[src/rtl/i2cr_pkg.sv]
`timescale 1ns/1ps
package i2cr_pkg;
    localparam int          LEN_W    = 16;
    localparam int          STAT_W   = 32;
    localparam logic [7:0]  REG_DATA = 8'h80;
    localparam logic [7:0]  REG_DLEN = 8'h81;
    localparam logic [7:0]  REG_STAT = 8'h82;
    localparam logic [7:0]  REG_BADR = 8'h83;
    localparam logic [15:0] DLEN_FLOOR = 16'h0010;

    typedef enum logic [2:0] {
        LK_IDLE,
        LK_ADDR,
        LK_AACK,
        LK_WRX,
        LK_WACK,
        LK_RTX,
        LK_RACK
    } link_st_e;
endpackage

[src/rtl/i2cr_sync.sv]
`timescale 1ns/1ps
module i2cr_sync #(
    parameter int W      = 2,
    parameter int STAGES = 2
) (
    input  logic         clk,
    input  logic         rst_n,
    input  logic [W-1:0] d,
    output logic [W-1:0] q
);
    logic [W-1:0] pipe_q [STAGES];

    always_ff @(posedge clk or negedge rst_n) begin
        if (!rst_n) begin
            for (int s = 0; s < STAGES; s++) pipe_q[s] <= '1;
        end else begin
            pipe_q[0] <= d;
            for (int s = 1; s < STAGES; s++) pipe_q[s] <= pipe_q[s-1];
        end
    end

    assign q = pipe_q[STAGES-1];
endmodule

[src/rtl/i2cr_link.sv]
`timescale 1ns/1ps
module i2cr_link
    import i2cr_pkg::*;
#(
    parameter int AW = 7
) (
    input  logic          clk,
    input  logic          rst_n,
    input  logic          scl,
    input  logic          sda,
    input  logic [AW-1:0] dev_addr,
    input  logic          busy,
    input  logic [7:0]    rd_byte,
    output logic          sda_oe,
    output logic          acc_start,
    output logic          wr_valid,
    output logic          wr_first,
    output logic [7:0]    wr_byte,
    output logic          rd_begin,
    output logic          rd_take
);
    typedef struct packed {
        link_st_e   st;
        logic [3:0] cnt;
        logic [7:0] sh;
        logic       rw;
        logic       first;
        logic       go;
        logic       oe;
        logic       scl_p;
        logic       sda_p;
    } link_t;

    link_t q_q, d_d;
    logic  rise, fall, start_ev, stop_ev;

    always_comb begin
        d_d       = q_q;
        acc_start = 1'b0;
        wr_valid  = 1'b0;
        wr_first  = 1'b0;
        wr_byte   = q_q.sh;
        rd_begin  = 1'b0;
        rd_take   = 1'b0;

        d_d.scl_p = scl;
        d_d.sda_p = sda;
        rise      = scl & ~q_q.scl_p;
        fall      = ~scl & q_q.scl_p;
        start_ev  = scl & q_q.scl_p & q_q.sda_p & ~sda;
        stop_ev   = scl & q_q.scl_p & ~q_q.sda_p & sda;

        if (start_ev) begin
            d_d.st    = LK_ADDR;
            d_d.cnt   = '0;
            d_d.oe    = 1'b0;
            acc_start = 1'b1;
        end else if (stop_ev) begin
            d_d.st = LK_IDLE;
            d_d.oe = 1'b0;
        end else begin
            case (q_q.st)
                LK_ADDR, LK_WRX: begin
                    if (rise && q_q.cnt < 4'd8) begin
                        d_d.sh  = {q_q.sh[6:0], sda};
                        d_d.cnt = q_q.cnt + 4'd1;
                    end
                    if (fall && q_q.cnt == 4'd8) begin
                        d_d.cnt = '0;
                        if (q_q.st == LK_ADDR) begin
                            if (q_q.sh[7:1] == dev_addr && !busy) begin
                                d_d.oe   = 1'b1;
                                d_d.rw   = q_q.sh[0];
                                d_d.st   = LK_AACK;
                                rd_begin = q_q.sh[0];
                            end else begin
                                d_d.st = LK_IDLE;
                            end
                        end else begin
                            wr_valid  = 1'b1;
                            wr_first  = q_q.first;
                            d_d.first = 1'b0;
                            d_d.oe    = 1'b1;
                            d_d.st    = LK_WACK;
                        end
                    end
                end
                LK_AACK: begin
                    if (fall) begin
                        d_d.cnt = '0;
                        if (q_q.rw) begin
                            d_d.sh  = rd_byte;
                            rd_take = 1'b1;
                            d_d.oe  = ~rd_byte[7];
                            d_d.st  = LK_RTX;
                        end else begin
                            d_d.oe    = 1'b0;
                            d_d.first = 1'b1;
                            d_d.st    = LK_WRX;
                        end
                    end
                end
                LK_WACK: begin
                    if (fall) begin
                        d_d.oe = 1'b0;
                        d_d.st = LK_WRX;
                    end
                end
                LK_RTX: begin
                    if (rise) d_d.cnt = q_q.cnt + 4'd1;
                    if (fall) begin
                        if (q_q.cnt == 4'd8) begin
                            d_d.oe = 1'b0;
                            d_d.go = 1'b0;
                            d_d.st = LK_RACK;
                        end else begin
                            d_d.sh = {q_q.sh[6:0], 1'b0};
                            d_d.oe = ~q_q.sh[6];
                        end
                    end
                end
                LK_RACK: begin
                    if (rise) begin
                        if (sda) d_d.st = LK_IDLE;
                        else     d_d.go = 1'b1;
                    end
                    if (fall && q_q.go) begin
                        d_d.sh  = rd_byte;
                        rd_take = 1'b1;
                        d_d.oe  = ~rd_byte[7];
                        d_d.cnt = '0;
                        d_d.st  = LK_RTX;
                    end
                end
                default: begin
                    d_d.oe = 1'b0;
                end
            endcase
        end
    end

    always_ff @(posedge clk or negedge rst_n) begin
        if (!rst_n) begin
            q_q       <= '0;
            q_q.st    <= LK_IDLE;
            q_q.scl_p <= 1'b1;
            q_q.sda_p <= 1'b1;
        end else begin
            q_q <= d_d;
        end
    end

    assign sda_oe = q_q.oe;
endmodule

[src/rtl/i2cr_regs.sv]
`timescale 1ns/1ps
module i2cr_regs
    import i2cr_pkg::*;
#(
    parameter int               AW        = 7,
    parameter logic [LEN_W-1:0] DLEN_MAX  = 16'h0110,
    parameter logic [AW-1:0]    DEF_ADDR  = 7'h30,
    parameter logic [4:0]       FEATURES  = 5'b00100
) (
    input  logic             clk,
    input  logic             rst_n,
    input  logic             acc_start,
    input  logic             wr_valid,
    input  logic             wr_first,
    input  logic [7:0]       wr_byte,
    input  logic             rd_begin,
    input  logic             rd_take,
    input  logic             busy,
    input  logic             resp_rdy,
    input  logic [LEN_W-1:0] resp_len,
    input  logic [7:0]       tx_data,
    output logic [7:0]       rd_byte,
    output logic [AW-1:0]    dev_addr,
    output logic [LEN_W-1:0] dlen,
    output logic             rx_valid,
    output logic [7:0]       rx_data,
    output logic             tx_pop
);
    typedef struct packed {
        logic [7:0]        ptr;
        logic [2:0]        idx;
        logic [7:0]        stage;
        logic [LEN_W-1:0]  dlen_pend;
        logic [LEN_W-1:0]  dlen_eff;
        logic [AW-1:0]     addr_pend;
        logic [AW-1:0]     addr_eff;
        logic [STAT_W-1:0] snap;
        logic              rxv;
        logic [7:0]        rxd;
    } regs_t;

    regs_t            q_q, d_d;
    logic [LEN_W-1:0] req_len;

    always_comb begin
        d_d     = q_q;
        d_d.rxv = 1'b0;
        req_len = {q_q.stage, wr_byte};

        if (acc_start) begin
            d_d.dlen_eff = q_q.dlen_pend;
            d_d.addr_eff = q_q.addr_pend;
        end

        if (rd_begin) begin
            d_d.idx  = '0;
            d_d.snap = {busy, resp_rdy, 2'b00, FEATURES, 7'b0, resp_len};
        end

        if (wr_valid) begin
            if (wr_first) begin
                d_d.ptr = wr_byte;
                d_d.idx = '0;
            end else begin
                case (q_q.ptr)
                    REG_DATA: begin
                        d_d.rxv = 1'b1;
                        d_d.rxd = wr_byte;
                    end
                    REG_DLEN: begin
                        if (q_q.idx == 3'd0) d_d.stage = wr_byte;
                        else if (q_q.idx == 3'd1 && req_len >= DLEN_FLOOR)
                            d_d.dlen_pend = (req_len > DLEN_MAX) ? DLEN_MAX : req_len;
                    end
                    REG_BADR: begin
                        if (q_q.idx == 3'd0) d_d.stage = wr_byte;
                        else if (q_q.idx == 3'd1) d_d.addr_pend = wr_byte[AW-1:0];
                    end
                    default: ;
                endcase
                if (q_q.idx != 3'd7) d_d.idx = q_q.idx + 3'd1;
            end
        end

        if (rd_take && q_q.idx != 3'd7) d_d.idx = q_q.idx + 3'd1;
    end

    always_comb begin
        rd_byte = 8'hFF;
        case (q_q.ptr)
            REG_DATA: rd_byte = tx_data;
            REG_DLEN: begin
                if (q_q.idx == 3'd0)      rd_byte = q_q.dlen_eff[15:8];
                else if (q_q.idx == 3'd1) rd_byte = q_q.dlen_eff[7:0];
            end
            REG_STAT: begin
                case (q_q.idx)
                    3'd0: rd_byte = q_q.snap[31:24];
                    3'd1: rd_byte = q_q.snap[23:16];
                    3'd2: rd_byte = q_q.snap[15:8];
                    3'd3: rd_byte = q_q.snap[7:0];
                    default: rd_byte = 8'hFF;
                endcase
            end
            default: rd_byte = 8'hFF;
        endcase
    end

    always_ff @(posedge clk or negedge rst_n) begin
        if (!rst_n) begin
            q_q           <= '0;
            q_q.dlen_pend <= DLEN_MAX;
            q_q.dlen_eff  <= DLEN_MAX;
            q_q.addr_pend <= DEF_ADDR;
            q_q.addr_eff  <= DEF_ADDR;
        end else begin
            q_q <= d_d;
        end
    end

    assign dev_addr = q_q.addr_eff;
    assign dlen     = q_q.dlen_eff;
    assign rx_valid = q_q.rxv;
    assign rx_data  = q_q.rxd;
    assign tx_pop   = rd_take && (q_q.ptr == REG_DATA);
endmodule

[src/rtl/i2c_regmap_target.sv]
`timescale 1ns/1ps
module i2c_regmap_target
    import i2cr_pkg::*;
#(
    parameter logic [15:0] DLEN_MAX    = 16'h0110,
    parameter logic [6:0]  DEF_ADDR    = 7'h30,
    parameter logic [4:0]  FEATURES    = 5'b00100,
    parameter int          SYNC_STAGES = 2
) (
    input  logic        clk,
    input  logic        rst_n,
    input  logic        scl_i,
    input  logic        sda_i,
    output logic        sda_oe_o,
    input  logic        busy_i,
    input  logic        resp_rdy_i,
    input  logic [15:0] resp_len_i,
    input  logic [7:0]  tx_data_i,
    output logic        tx_pop_o,
    output logic        rx_valid_o,
    output logic [7:0]  rx_data_o,
    output logic [15:0] dlen_o
);
    localparam int AW = 7;

    logic [1:0]    line_s;
    logic [AW-1:0] dev_addr;
    logic [7:0]    rd_byte, wr_byte;
    logic          acc_start, wr_valid, wr_first, rd_begin, rd_take;

    i2cr_sync #(.W(2), .STAGES(SYNC_STAGES)) sync_i (
        .clk   (clk),
        .rst_n (rst_n),
        .d     ({scl_i, sda_i}),
        .q     (line_s)
    );

    i2cr_link #(.AW(AW)) link_i (
        .clk       (clk),
        .rst_n     (rst_n),
        .scl       (line_s[1]),
        .sda       (line_s[0]),
        .dev_addr  (dev_addr),
        .busy      (busy_i),
        .rd_byte   (rd_byte),
        .sda_oe    (sda_oe_o),
        .acc_start (acc_start),
        .wr_valid  (wr_valid),
        .wr_first  (wr_first),
        .wr_byte   (wr_byte),
        .rd_begin  (rd_begin),
        .rd_take   (rd_take)
    );

    i2cr_regs #(
        .AW       (AW),
        .DLEN_MAX (DLEN_MAX),
        .DEF_ADDR (DEF_ADDR),
        .FEATURES (FEATURES)
    ) regs_i (
        .clk       (clk),
        .rst_n     (rst_n),
        .acc_start (acc_start),
        .wr_valid  (wr_valid),
        .wr_first  (wr_first),
        .wr_byte   (wr_byte),
        .rd_begin  (rd_begin),
        .rd_take   (rd_take),
        .busy      (busy_i),
        .resp_rdy  (resp_rdy_i),
        .resp_len  (resp_len_i),
        .tx_data   (tx_data_i),
        .rd_byte   (rd_byte),
        .dev_addr  (dev_addr),
        .dlen      (dlen_o),
        .rx_valid  (rx_valid_o),
        .rx_data   (rx_data_o),
        .tx_pop    (tx_pop_o)
    );
endmodule

[config.mk]
export PLATFORM = sky130hd
export DESIGN_NAME = i2c_regmap_target
export DESIGN_NICKNAME = d
export VERILOG_FILES = /design/src/rtl/i2cr_pkg.sv /design/src/rtl/i2cr_sync.sv /design/src/rtl/i2cr_link.sv /design/src/rtl/i2cr_regs.sv /design/src/rtl/i2c_regmap_target.sv
export SDC_FILE = /design/constraint.sdc
export NUM_CORES = 1
export LEC_CHECK = 0
export CORE_UTILIZATION = 27
export DETAILED_ROUTE_END_ITERATION = 8
export REMOVE_ABC_BUFFERS = 1
export SYNTH_ARGS = -nofsm -noshare
export SYNTH_HDL_FRONTEND = slang
export SYNTH_SLANG_ARGS = --single-unit
[constraint.sdc]
create_clock -name clk -period 5.62 [get_ports clk]
set_input_delay 1.124 -clock clk [delete_from_list [all_inputs] [get_ports clk]]
set_output_delay 1.124 -clock clk [all_outputs]
set_load 0.03 [all_outputs]
### After elaboration in Yosys (flattened, before gate mapping)

Cells that the tools add are included.
W data, S select, Z words.

| word-level totals | value |
|---|---|
| flip-flop bits (word level) | 118 |
| input bits | 30 |
| output and inout bits | 27 |
| word-level logic and storage cells | 200 |

| operators by class | value |
|---|---|
| add/sub/neg operators | 2 |
| $lt $le $gt $ge | 3 |
| eq/ne operators | 42 |
| multiplexer cells | 87 |
| bitwise logic cells | 17 |
| reduce and logical (&&, ||, !) cells | 28 |

Operators by type and width:

| cell | number |
|---|---|
| $mux W16 | 4 |
| $mux W8 | 7 |
| $pmux W12 S4 | 1 |
| $mux W15 | 3 |
| $mux W1 | 41 |
| $mux W3 | 12 |
| $eq A8 B8 Y1 const B | 4 |
| $pmux W8 S4 | 1 |
| $ne A4 B1 Y1 const B | 7 |
| $mux W27 | 1 |
| $mux W9 | 3 |
| $mux W24 | 1 |
| $pmux W8 S3 | 1 |
| $ne A2 B1 Y1 const B | 9 |
| $reduce_and A6 Y1 | 3 |
| $ge A16 B5 Y1 const B | 1 |
| $gt A16 B9 Y1 const B | 1 |
| $pmux W3 S5 | 1 |
| $mux W7 | 2 |
| $reduce_and A7 Y1 | 2 |
| $eq A3 B2 Y1 const B | 4 |
| $mux W12 | 1 |
| $not A1 Y1 | 10 |
| $reduce_and A5 Y1 | 2 |
| 31 further kinds | 57 |

### Longest topological paths before layout

Gate-level depths: netlist (run 1).

| logic depth | value |
|---|---|
| word-level depth | 13 |
| depth in mapped cells | 9 |
| mapped depth without buffers | 7 |

### Cells and area by module

From an unflattened synthesis (run 1), not the netlist that was laid out.

| second synthesis, totals | value |
|---|---|
| cell total of the unflattened synthesis | 536 |
| area, all modules | 6183.4 um^2 |

Modules (own cells, without submodules):

| module | instances | cells an instance | area an instance (um^2) | sequential area each (um^2) |
|---|---|---|---|---|
| i2cr_regs | 1 | 355 | 4458.0 | 2337.2 |
| i2cr_link | 1 | 175 | 1605.3 | 528.0 |
| i2cr_sync | 1 | 6 | 120.1 | 105.1 |

### Worst setup path after synthesis (run 1)

Ideal clock, no wire load.

| timing | value |
|---|---|
| kind | register -> output |
| start | reg link_i.q_q[1] (netlist bit) |
| end | out tx_pop_o |
| arrival | 2.116 ns |
| required time | 4.496 ns |
| path slack | 2.380 ns |
| stages on the path, launching flop included | 5 |
| path buffers | 1 |
| path through | dfstp_2 -> buf_2 -> nand2b_1 -> or3_1 -> nor4_1 |

| on the way | value |
|---|---|
| cells in the longest elaborated chain, start to end | 7 |
| elaborated cells between the ends (all ways) | 13 |
| those cells by class | 5 x mux; 6 x bitwise; 2 x reduce/logical |

Ends and longest elaborated chain:

| what | RTL line | RTL |
|---|---|---|
| start, declared | i2cr_link.sv:34 | `link_t q_q, d_d;` |
| $and A1 B1 Y1 | i2cr_link.sv:49 | `fall = ~scl & q_q.scl_p;` |
| $logic_and A1 B1 Y1 | i2cr_link.sv:127 | `if (fall && q_q.go) begin` |
| $mux W1 | i2cr_link.sv:127 |  |
| $pmux W1 S2 | i2cr_link.sv:62 | `case (q_q.st)` |
| $mux W1 | i2cr_link.sv:58 | `end else if (stop_ev) begin` |
| $mux W1 (*) | i2cr_link.sv:53 | `if (start_ev) begin` |
| $logic_and A1 B1 Y1 (*) | i2cr_regs.sv:125 | `assign tx_pop = rd_take && (q_q.ptr == REG_DATA);` |
| end, declared | i2c_regmap_target.sv:19 | `output logic tx_pop_o,` |

Mark *: on every way between the ends. The rest lies on a longest branch, timed or not.

### Worst setup path in the final report (run 1)

| timing | value |
|---|---|
| start | reg link_i.q_q[19] (netlist bit) |
| end | out tx_pop_o |

| on the way | value |
|---|---|
| cells in the longest elaborated chain, start to end | 5 |
| elaborated cells between the ends (all ways) | 6 |
| those cells by class | 2 x eq/ne; 3 x mux; 1 x reduce/logical |

Ends and longest elaborated chain:

| what | RTL line |
|---|---|
| $eq A3 B3 Y1 / $eq A3 B2 Y1 (equally long branches) | i2cr_link.sv:62 |
| $pmux W1 S2 (*) | i2cr_link.sv:62 |
| $mux W1 (*) | i2cr_link.sv:58 |
| $mux W1 (*) | i2cr_link.sv:53 |
| $logic_and A1 B1 Y1 (*) | i2cr_regs.sv:125 |

Marked as above.

==> impl_metrics.env, run 1 <==
export IMPL_power_total_w=0.00257
export IMPL_drive_gt1_frac=0.243
export IMPL_crit_path_max_fanout=19
export IMPL_worst_r2r_setup_slack_ns=3.00
export IMPL_fin_ws_ns=1.30
export IMPL_cts_setup_buffers=0
export IMPL_grt_pass1_wl_um=23100
export IMPL_async_reset_ff_frac=1.00
export IMPL_cts_sinks=118
export IMPL_finalCoreUtilization=0.328
export IMPL_grt_antenna_before_repair=0
export IMPL_clk_latency_ns=0.42
export IMPL_overflow=0
export IMPL_finalSetupViolCount=0
export IMPL_slew_headroom=0.321
export IMPL_wirelength_um=14100
export IMPL_grt_pass1_vias=4076
export IMPL_postCtsHoldBufs=0
export IMPL_dieArea_um2=23000
export IMPL_netlist_area_um2=6060
export IMPL_slowest_stage="clkdlybuf4s50_1"
export IMPL_final_nets=592
export IMPL_arrival_ns=3.20
export IMPL_rsz0062_at_grt="false"
export IMPL_clk_pin_slew_ns=0.05
export IMPL_fin_tns_setup_ns=0
export IMPL_crit_chain="nand2b_1 -> or3_1 -> nor4_1 -> clkdlybuf4s50_1"
export IMPL_post_route_period_util=0.769
export IMPL_yosysUniqueCellTypes=66
export IMPL_period_minus_slack_ns=4.32
export IMPL_worst_pin_slew_ns=1.02
export IMPL_area_delta_synth_final_pct=18.4
export IMPL_finalHoldViolations=0
export IMPL_clk_path_buf_depth=2
export IMPL_nFillCells=2250
export IMPL_synth_edf_count=0
export IMPL_grt_total_usage=0.134
export IMPL_skew_ns=0.00949
export IMPL_numCtsBuffers=17
export IMPL_slew_violations=0
export IMPL_crit_path_start_kind="flip-flop"
export IMPL_synth_main_ff_cell="dfrtp_1"
export IMPL_dpl_hpwl_um=9630
export IMPL_antenna_cells=0
export IMPL_drc_errors=0
export IMPL_ir_worst_vdd_v=0.000257
export IMPL_worstHoldStart="sync_i.pipe_q[3]$_DFF_PN1_"
export IMPL_critPathCaptureType="output port"
export IMPL_worst_hold_path_num_cells=0
export IMPL_coreArea_um2=21900
export IMPL_h_tree_depth=4
export IMPL_post_cts_resized=0
export IMPL_grt_max_degree=82
export IMPL_outcome="completed"
export IMPL_path_class="reg -> out"
export IMPL_die_w_um=152
export IMPL_drv_cap=0
export IMPL_tritoncts="done"
export IMPL_slowest_delay_ns=0.77
export IMPL_ys_ff_latch=118
export IMPL_vias=4052
export IMPL_holdPathEnd="sync_i.q[1]$_DFF_PN1_"
export IMPL_max_freq_ghz=0.231
export IMPL_first_pass_iters=5
export IMPL_ys_warn_count=0
export IMPL_die_h_um=152
export IMPL_gp_congestion=0.870
export IMPL_ant_nets=0
export IMPL_p_leak_nw=3.15
export IMPL_cts_root_buffer="clkbuf_16"
export IMPL_initial_core_util=0.277
export IMPL_dp_worst_setup_slack_ns=1.69
export IMPL_syn_area_per_cell_um2=11.3
export IMPL_port_buffers=56
export IMPL_r2r_end="regs_i.q_q[90]$_DFFE_PN0P_"
export IMPL_worstPathRequired_ns=4.50
export IMPL_seq_area_frac_synth=0.490
export IMPL_rows=54
export IMPL_synthCells=534
export IMPL_hp_class="reg -> reg"
export IMPL_worstRegToRegCells=5
export IMPL_startpoint="link_i.q_q[19]$_DFFE_PN0P_"
export IMPL_wl_per_cell_um=16.7
export IMPL_first_iter_violations=288
export IMPL_p_per_area_nw_per_um2=359
export IMPL_worstReg2RegStart="link_i.q_q[18]$_DFFE_PN0P_"
export IMPL_io_pins=57
export IMPL_viasPerCell=4.78
==> synth_stat cells (14+ instances only) <==
cell type  instances  area [µm²]
dfrtp_1          104        2600
mux2_2            58         653
nand2_1           40         150
buf_4             26         195
a21oi_1           24         120
nor2_1            23        86.3
inv_1             18        67.6
o21ai_0           17        85.1
clkbuf_1          15        56.3
dfstp_2           14         368
==> report_power, final <==
group          switching (W)  total (W)  leakage (nW)  internal (W)
logic               0.000268   0.000477          1.35      0.000209
clock network       0.000391    0.00102         0.265      0.000630
registers           0.000167    0.00108          1.54      0.000910
total               0.000826    0.00257          3.15       0.00175
==> per-layer routing <==
layer / up-vias / wire length [µm] / global-route usage
met5: - / 0 / 0
met3: 22 / 642 / 0.0293
met1: 1993 / 6860 / 0.183
met2: 118 / 6380 / 0.202
met4: 0 / 233 / 0.0574
li1: 1919 / - / -
==> state kept, by name (all words and copies together), names as in the netlist <==
name / cells
regs_i.q_q: 61
link_i.sda_oe: 1
regs_i.dlen: 16
regs_i.rx_data: 8
sync_i.q: 2
sync_i.pipe_q: 2
link_i.q_q: 12
regs_i.dev_addr: 7
regs_i.rx_valid: 1
link_i.wr_byte: 8
==> metrics by stage <==
| stage | instances | area [µm²] | hold slack [ns] |
|---|---|---|---|
| after floorplan | 475 | 5670 | 0.345 |
| after global placement | 815 | 6610 | 0.348 |
| after detailed placement | 815 | 6610 | 0.349 |
| after CTS | 847 | 7170 | 0.357 |
| after global routing | 847 | 7170 | 0.364 |
| final | 847 | 7170 | 0.356 |
==> cell type report <==
class | instances | area (µm²) | area share
clock buffers | 21 | 460 | 0.0642
clock inverters | 11 | 101 | 0.0141
inverters | 18 | 67.6 | 0.00942
multi-input cells | 339 | 2640 | 0.367
flip-flops and latches | 118 | 2970 | 0.414
well taps | 280 | 350 | 0.0488
repair buffers | 60 | 588 | 0.0820
==> worst max path at each step <==
| stage | endpoint | slack (ns) | cells after the start |
|---|---|---|---|
| after global placement | tx_pop_o | 1.79 | 4 |
| after CTS | tx_pop_o | 1.22 | 4 |
| after floorplan | tx_pop_o | 2.26 | 3 |
| after detailed placement | tx_pop_o | 1.69 | 4 |
| final | tx_pop_o | 1.30 | 4 |
| after global routing | tx_pop_o | 1.07 | 4 |
==> cell families (layout without fill, tap and decap cells) <==
family / Yosys count / after routing / synth area share
simple gates: 139 / 139 / 0.135
flops: 118 / 118 / 0.490
compound gates: 109 / 109 / 0.127
buf+inv: 77 / 110 / 0.0746
mux: 74 / 74 / 0.143
xor+xnor: 9 / 9 / 0.0130
fa+ha+maj: 8 / 8 / 0.0165
==> critical path, delay by kind of cell, from the launching register on <==
kind / cells / cell delay [ns]
buffers and inverters: 1 / 0.77
DFF: 1 / 0.66
and+or+nand+nor: 3 / 1.35
==> cell usage in the layout (no fill, tap or decap), types with 3 or more instances in the layout <==
cell type | Yosys | routed
nand3_1 | 4 | 4
or2_2 | 3 | 3
and3_1 | 3 | 3
clkbuf_16 | 0 | 17
a21o_1 | 3 | 3
nor3_1 | 5 | 5
xor2_1 | 7 | 7
a31oi_1 | 10 | 10
and2_1 | 9 | 9
o211ai_1 | 5 | 5
o221a_2 | 6 | 6
ha_1 | 8 | 8
clkdlybuf4s50_1 | 0 | 55
o21ai_0 | 17 | 17
nor2_1 | 23 | 23
a22oi_1 | 9 | 9
nor2b_1 | 9 | 9
nor3b_1 | 7 | 7
or4_1 | 3 | 3
nor4b_1 | 3 | 3
mux2_1 | 4 | 4
buf_4 | 26 | 5
mux2_2 | 58 | 58
mux2_4 | 10 | 10
nand3b_1 | 3 | 3
clkinvlp_4 | 0 | 4
o41ai_1 | 3 | 3
nand2b_1 | 10 | 10
a21oi_1 | 24 | 24
nand2_1 | 40 | 40
dfstp_2 | 14 | 14
nor4_4 | 3 | 3
inv_1 | 18 | 18
o31ai_1 | 10 | 10
clkinv_2 | 0 | 3
dfrtp_1 | 104 | 104
Power figures use the tool's default switching activity.
==> inputs of run 2 (changes only) <==
==> constraint.sdc (replaced) <==
create_clock -name clk -period 3.66 [get_ports clk]
set_input_delay 0.732 -clock clk [delete_from_list [all_inputs] [get_ports clk]]
set_output_delay 0.732 -clock clk [all_outputs]
set_load 0.03 [all_outputs]
==> impl_metrics.env, run 2 (same netlist as run 1, synthesis figures left out) <==
export IMPL_rows=54
export IMPL_outcome="completed"
export IMPL_period_minus_slack_ns=3.44
export IMPL_path_delay_family="simple AND/OR/NAND/NOR gates"
export IMPL_tritoncts="done"
export IMPL_first_pass_iters=4
export IMPL_layout_commonest_cell="dfrtp_1"
export IMPL_worstRegToRegCells=7
export IMPL_worst_pin_slew_ns=0.910
export IMPL_fin_tns_setup_ns=0
export IMPL_post_route_period_util=0.939
export IMPL_worst_path_buf_inv=1
export IMPL_worst_path_stages=4
export IMPL_p_per_area_nw_per_um2=555
export IMPL_overflow=0
export IMPL_slowest_stage="clkdlybuf4s50_1"
export IMPL_critPathCaptureType="output port"
export IMPL_io_pins=57
export IMPL_grt_pass1_vias=4242
export IMPL_skew_ns=0.00957
export IMPL_crit_path_max_fanout=8
export IMPL_first_iter_violations=315
export IMPL_layout_cells_non_filler=857
export IMPL_post_cts_resized=0
export IMPL_postCtsHoldBufs=0
export IMPL_p_leak_nw=3.20
export IMPL_drive_gt1_frac=0.260
export IMPL_dieArea_um2=23000
export IMPL_largest_reg_flops=61
export IMPL_finalHoldViolations=0
export IMPL_port_buffers=56
export IMPL_ant_nets=0
export IMPL_p_int_w=0.00270
export IMPL_wirelength_um=14400
export IMPL_viasPerCell=4.78
export IMPL_vias=4094
export IMPL_area_delta_synth_final_pct=19.7
export IMPL_grt_total_usage=0.136
export IMPL_rsz0062_at_grt="false"
export IMPL_max_freq_ghz=0.291
export IMPL_clk_latency_ns=0.42
export IMPL_drv_cap=0
export IMPL_drc_errors=0
export IMPL_cts_sinks=118
export IMPL_initial_core_util=0.277
export IMPL_regMostFlops="regs_i.q_q"
export IMPL_worstPathRequired_ns=2.93
export IMPL_power_frac_seq=0.383
export IMPL_crit_chain="nand2b_1 -> or3_1 -> nor4_1 -> clkdlybuf4s50_1"
export IMPL_slew_headroom=0.394
export IMPL_grt_antenna_before_repair=0
export IMPL_die_h_um=152
export IMPL_coreArea_um2=21900
export IMPL_final_cell_mix="dfrtp_1 (104), mux2_2 (58), clkdlybuf4s50_1 (55)"
export IMPL_switching_share=0.328
export IMPL_cts_root_buffer="clkbuf_16"
export IMPL_clk_pin_slew_ns=0.05
export IMPL_wl_per_cell_um=16.8
export IMPL_ir_worst_vdd_v=0.000279
export IMPL_arrival_ns=2.70
export IMPL_path_class="reg -> out"
export IMPL_clkPwrFrac=0.388
export IMPL_final_nets=602
export IMPL_dp_cells=825
export IMPL_combPwrFrac=0.229
export IMPL_grt_max_degree=51
export IMPL_clk_path_buf_depth=2
export IMPL_numCtsBuffers=17
export IMPL_antenna_cells=0
export IMPL_nFillCells=2230
export IMPL_h_tree_depth=4
export IMPL_hp_class="in -> async"
export IMPL_slowest_delay_ns=0.75
export IMPL_crit_path_start_kind="flip-flop"
export IMPL_cts_setup_buffers=0
export IMPL_finalSetupViolCount=0
export IMPL_die_w_um=152
export IMPL_dpl_hpwl_um=9960
export IMPL_gp_congestion=0.831
export IMPL_grt_pass1_wl_um=23500
export IMPL_netSwitchingPower_w=0.00132
export IMPL_slew_violations=0
==> run 2: final timing paths <==
kind | to | slack [ns] | start
worst max-delay path | tx_pop_o | 0.22 | link_i.q_q[1]$_DFF_PN1_
worst min-delay path | link_i.q_q[15]$_DFFE_PN0P_ | 0.32 | rst_n
worst max register to register | regs_i.q_q[88]$_DFFE_PN0P_ | 1.05 | link_i.q_q[14]$_DFFE_PN0P_
worst min register to register | sync_i.q[1]$_DFF_PN1_ | 0.36 | sync_i.pipe_q[3]$_DFF_PN1_
max in group asynchronous | regs_i.q_q[97]$_DFF_PN0_ | 2.58 | rst_n
min in group clk | sync_i.q[1]$_DFF_PN1_ | 0.36 | sync_i.pipe_q[3]$_DFF_PN1_
==> run 2: stage by stage <==
step,util,setup WS (ns),instance area [µm²],total power [W],hold WS (ns)
final,0.331,0.224,7250,0.00402,0.323
after global routing,0.331,0.0962,7250,0.00423,0.351
after CTS,0.331,0.140,7250,0.00405,0.329
after detailed placement,0.306,0.587,6700,0.00248,0.347
after global placement,0.306,0.617,6700,0.00248,0.347
after floorplan,-,0.692,5670,0.00210,0.345
==> run 2: metal layers <==
metal,up-vias,routed length (µm),global-route usage
met5,-,0,0
met4,0,342,0.0629
met3,24,688,0.0278
met2,116,6640,0.212
met1,2003,6730,0.181
li1,1951,-,-
==> run 2: layout make-up <==
| type | count | area, µm² | area share |
|---|---|---|---|
| sequential | 118 | 2970 | 0.410 |
| multi-input combinational | 339 | 2640 | 0.363 |
| timing repair buffer | 70 | 676 | 0.0932 |
| clock buffer | 17 | 425 | 0.0587 |
| tap | 280 | 350 | 0.0483 |
| clock inverter | 15 | 129 | 0.0178 |
| inverter | 18 | 67.6 | 0.00932 |
==> run 2: power groups by stage <==
stage	clock (W)	combinational, W	sequential [W]
finish	0.00156	0.000922	0.00154
global route	0.00165	0.00103	0.00156
CTS	0.00159	0.000921	0.00154
global placement	0	0.000915	0.00156
floorplan	0	0.000531	0.00157
detailed placement	0	0.000918	0.00156
==> run 2: worst reg2reg max path: stages, from the launching register on <==
cell	delay, ns
dfrtp_1	0.40
inv_1	0.09
ha_1	0.18
and3b_1	0.32
nand3_1	0.21
nor2_1	0.44
and3_1	0.47
mux2_2	0.38
==> inputs of run 3 (changes only) <==
--- a/config.mk
+++ b/config.mk
@@ -7,6 +7,7 @@
 export LEC_CHECK = 0
 export CORE_UTILIZATION = 27
 export DETAILED_ROUTE_END_ITERATION = 8
+export GPL_TIMING_DRIVEN = 0
 export REMOVE_ABC_BUFFERS = 1
 export SYNTH_ARGS = -nofsm -noshare
 export SYNTH_HDL_FRONTEND = slang
==> impl_metrics.env, run 3 (same netlist as run 1, synthesis figures left out) <==
export IMPL_routed_top_layer="met4"
export IMPL_crit_path_max_fanout=19
export IMPL_finalHoldViolations=0
export IMPL_combPwrFrac=0.180
export IMPL_clk_path_buf_depth=2
export IMPL_gp_congestion=0.766
export IMPL_path_delay_family="simple AND/OR/NAND/NOR gates"
export IMPL_grt_total_usage=0.132
export IMPL_rsz0062_at_grt="false"
export IMPL_worst_path_buf_inv=1
export IMPL_netSwitchingPower_w=0.00123
export IMPL_overflow=0
export IMPL_post_route_period_util=0.944
export IMPL_post_cts_resized=2
export IMPL_initial_core_util=0.277
export IMPL_arrival_ns=2.72
export IMPL_ir_worst_vdd_v=0.000305
export IMPL_io_pins=57
export IMPL_first_pass_iters=4
export IMPL_finalSetupViolCount=0
export IMPL_switching_share=0.309
export IMPL_cts_setup_buffers=0
export IMPL_clk_latency_ns=0.42
export IMPL_max_freq_ghz=0.289
export IMPL_worstRegToRegCells=6
export IMPL_grt_pass1_wl_um=22800
export IMPL_path_class="reg -> out"
export IMPL_drive_gt1_frac=0.240
export IMPL_die_w_um=152
export IMPL_final_cell_mix="dfrtp_1 (104), mux2_2 (58), clkdlybuf4s50_1 (54)"
export IMPL_clkPwrFrac=0.404
export IMPL_viasPerCell=4.83
export IMPL_drv_cap=0
export IMPL_outcome="completed"
export IMPL_grt_pass1_vias=4147
export IMPL_h_tree_depth=4
export IMPL_route_met2_wl_um=6550
export IMPL_r2r_end="regs_i.q_q[11]$_DFFE_PN0P_"
export IMPL_grt_max_degree=82
export IMPL_p_per_area_nw_per_um2=552
export IMPL_p_int_w=0.00275
export IMPL_antenna_cells=0
export IMPL_rows=54
export IMPL_crit_chain="nand2b_2 -> or3_1 -> nor4_1 -> dlygate4sd2_1"
export IMPL_dieArea_um2=23000
export IMPL_wirelength_um=13900
export IMPL_skew_ns=0.0107
export IMPL_slowest_stage="dfrtp_1"
export IMPL_worstReg2RegStart="link_i.wr_byte[6]$_DFFE_PN0P_"
export IMPL_nFillCells=2248
export IMPL_period_minus_slack_ns=3.46
export IMPL_slowest_delay_ns=0.57
export IMPL_tritoncts="done"
export IMPL_crit_path_start_kind="flip-flop"
export IMPL_numCtsBuffers=17
export IMPL_slew_violations=0
export IMPL_coreArea_um2=21900
export IMPL_drc_errors=0
export IMPL_hp_class="in -> async"
export IMPL_power_frac_seq=0.416
export IMPL_worst_pin_slew_ns=0.947
export IMPL_wl_per_cell_um=16.4
export IMPL_slew_headroom=0.364
export IMPL_layout_commonest_cell="dfrtp_1"
export IMPL_dpl_hpwl_um=9440
export IMPL_critPathCaptureType="output port"
export IMPL_vias=4084
export IMPL_largest_reg_flops=61
export IMPL_dp_cells=814
export IMPL_power_total_w=0.00398
export IMPL_grt_antenna_before_repair=0
export IMPL_postCtsHoldBufs=0
export IMPL_worst_r2r_setup_slack_ns=0.74
export IMPL_port_buffers=56
export IMPL_regMostFlops="regs_i.q_q"
export IMPL_routed_wl_met3_um=546
export IMPL_die_h_um=152
export IMPL_p_leak_nw=3.17
export IMPL_cts_root_buffer="clkbuf_16"
export IMPL_layout_cells_non_filler=846
export IMPL_first_iter_violations=284
export IMPL_ant_nets=0
export IMPL_clk_pin_slew_ns=0.05
export IMPL_worstPathRequired_ns=2.93
export IMPL_finalCoreUtilization=0.330
export IMPL_met1Wirelength_um=6530
export IMPL_area_delta_synth_final_pct=19.1
export IMPL_final_nets=591
export IMPL_cts_sinks=118
## run 3: area by class of cell
| cell class | instances | area, µm² | area share |
|---|---|---|---|
| clock buffer | 23 | 468 | 0.0649 |
| clock inverter | 9 | 103 | 0.0142 |
| inverter | 18 | 67.6 | 0.00937 |
| multi-input combinational | 339 | 2640 | 0.366 |
| sequential | 118 | 2970 | 0.412 |
| tap | 280 | 350 | 0.0486 |
| timing repair buffer | 59 | 618 | 0.0857 |
## run 3: layer usage
metal  GRT usage  up-vias
met3      0.0287       16
met5           0        -
li1            -     1932
met1       0.175     2026
met4      0.0668        0
met2       0.201      110
## run 3: worst max-delay path by stage
| stage | startpoint | to | slack (ns) | cells after the start |
|---|---|---|---|---|
| finish | link_i.q_q[18]$_DFFE_PN0P_ | tx_pop_o | 0.20 | 4 |
| detailed placement | link_i.q_q[19]$_DFFE_PN0P_ | tx_pop_o | 0.08 | 4 |
| global route | link_i.q_q[19]$_DFFE_PN0P_ | tx_pop_o | 0.02 | 4 |
| global placement | rst_n | regs_i.q_q[83]$_DFFE_PN0P_ | -2.85 | 1 |
| floorplan | link_i.q_q[18]$_DFFE_PN0P_ | tx_pop_o | 0.69 | 3 |
| CTS | link_i.q_q[18]$_DFFE_PN0P_ | tx_pop_o | 0.11 | 4 |
## run 3: stage by stage
stage | hold slack [ns] | instance area (µm²) | setup TNS (ns) | setup slack (ns)
2_1_floorplan | 0.345 | 5670 | 0 | 0.692
3_3_place_gp | 0.348 | 6580 | -314.33 | -2.85
3_5_place_dp | 0.348 | 6640 | 0 | 0.0771
4_1_cts | 0.217 | 7210 | 0 | 0.107
5_1_grt | 0.244 | 7210 | 0 | 0.0170
6_report | 0.220 | 7210 | 0 | 0.205
## run 3: power groups by stage
| stage | combinational, W | sequential [W] | clock (W) |
|---|---|---|---|
| 2_1_floorplan | 0.000531 | 0.00157 | 0 |
| 3_3_place_gp | 0.000708 | 0.00168 | 0 |
| 3_5_place_dp | 0.000718 | 0.00167 | 0 |
| 4_1_cts | 0.000723 | 0.00165 | 0.00165 |
| 5_1_grt | 0.000821 | 0.00168 | 0.00170 |
| 6_report | 0.000719 | 0.00166 | 0.00161 |
## run 3: worst reg2reg max path: cells and delay by family, from the launching register on
| family | cells | cell delay, ns |
|---|---|---|
| AND/OR/NAND/NOR | 3 | 1.39 |
| flip-flops | 1 | 0.55 |
| multiplexers | 1 | 0.35 |
| buffers and inverters | 1 | 0.26 |
| XOR/XNOR | 1 | 0.25 |
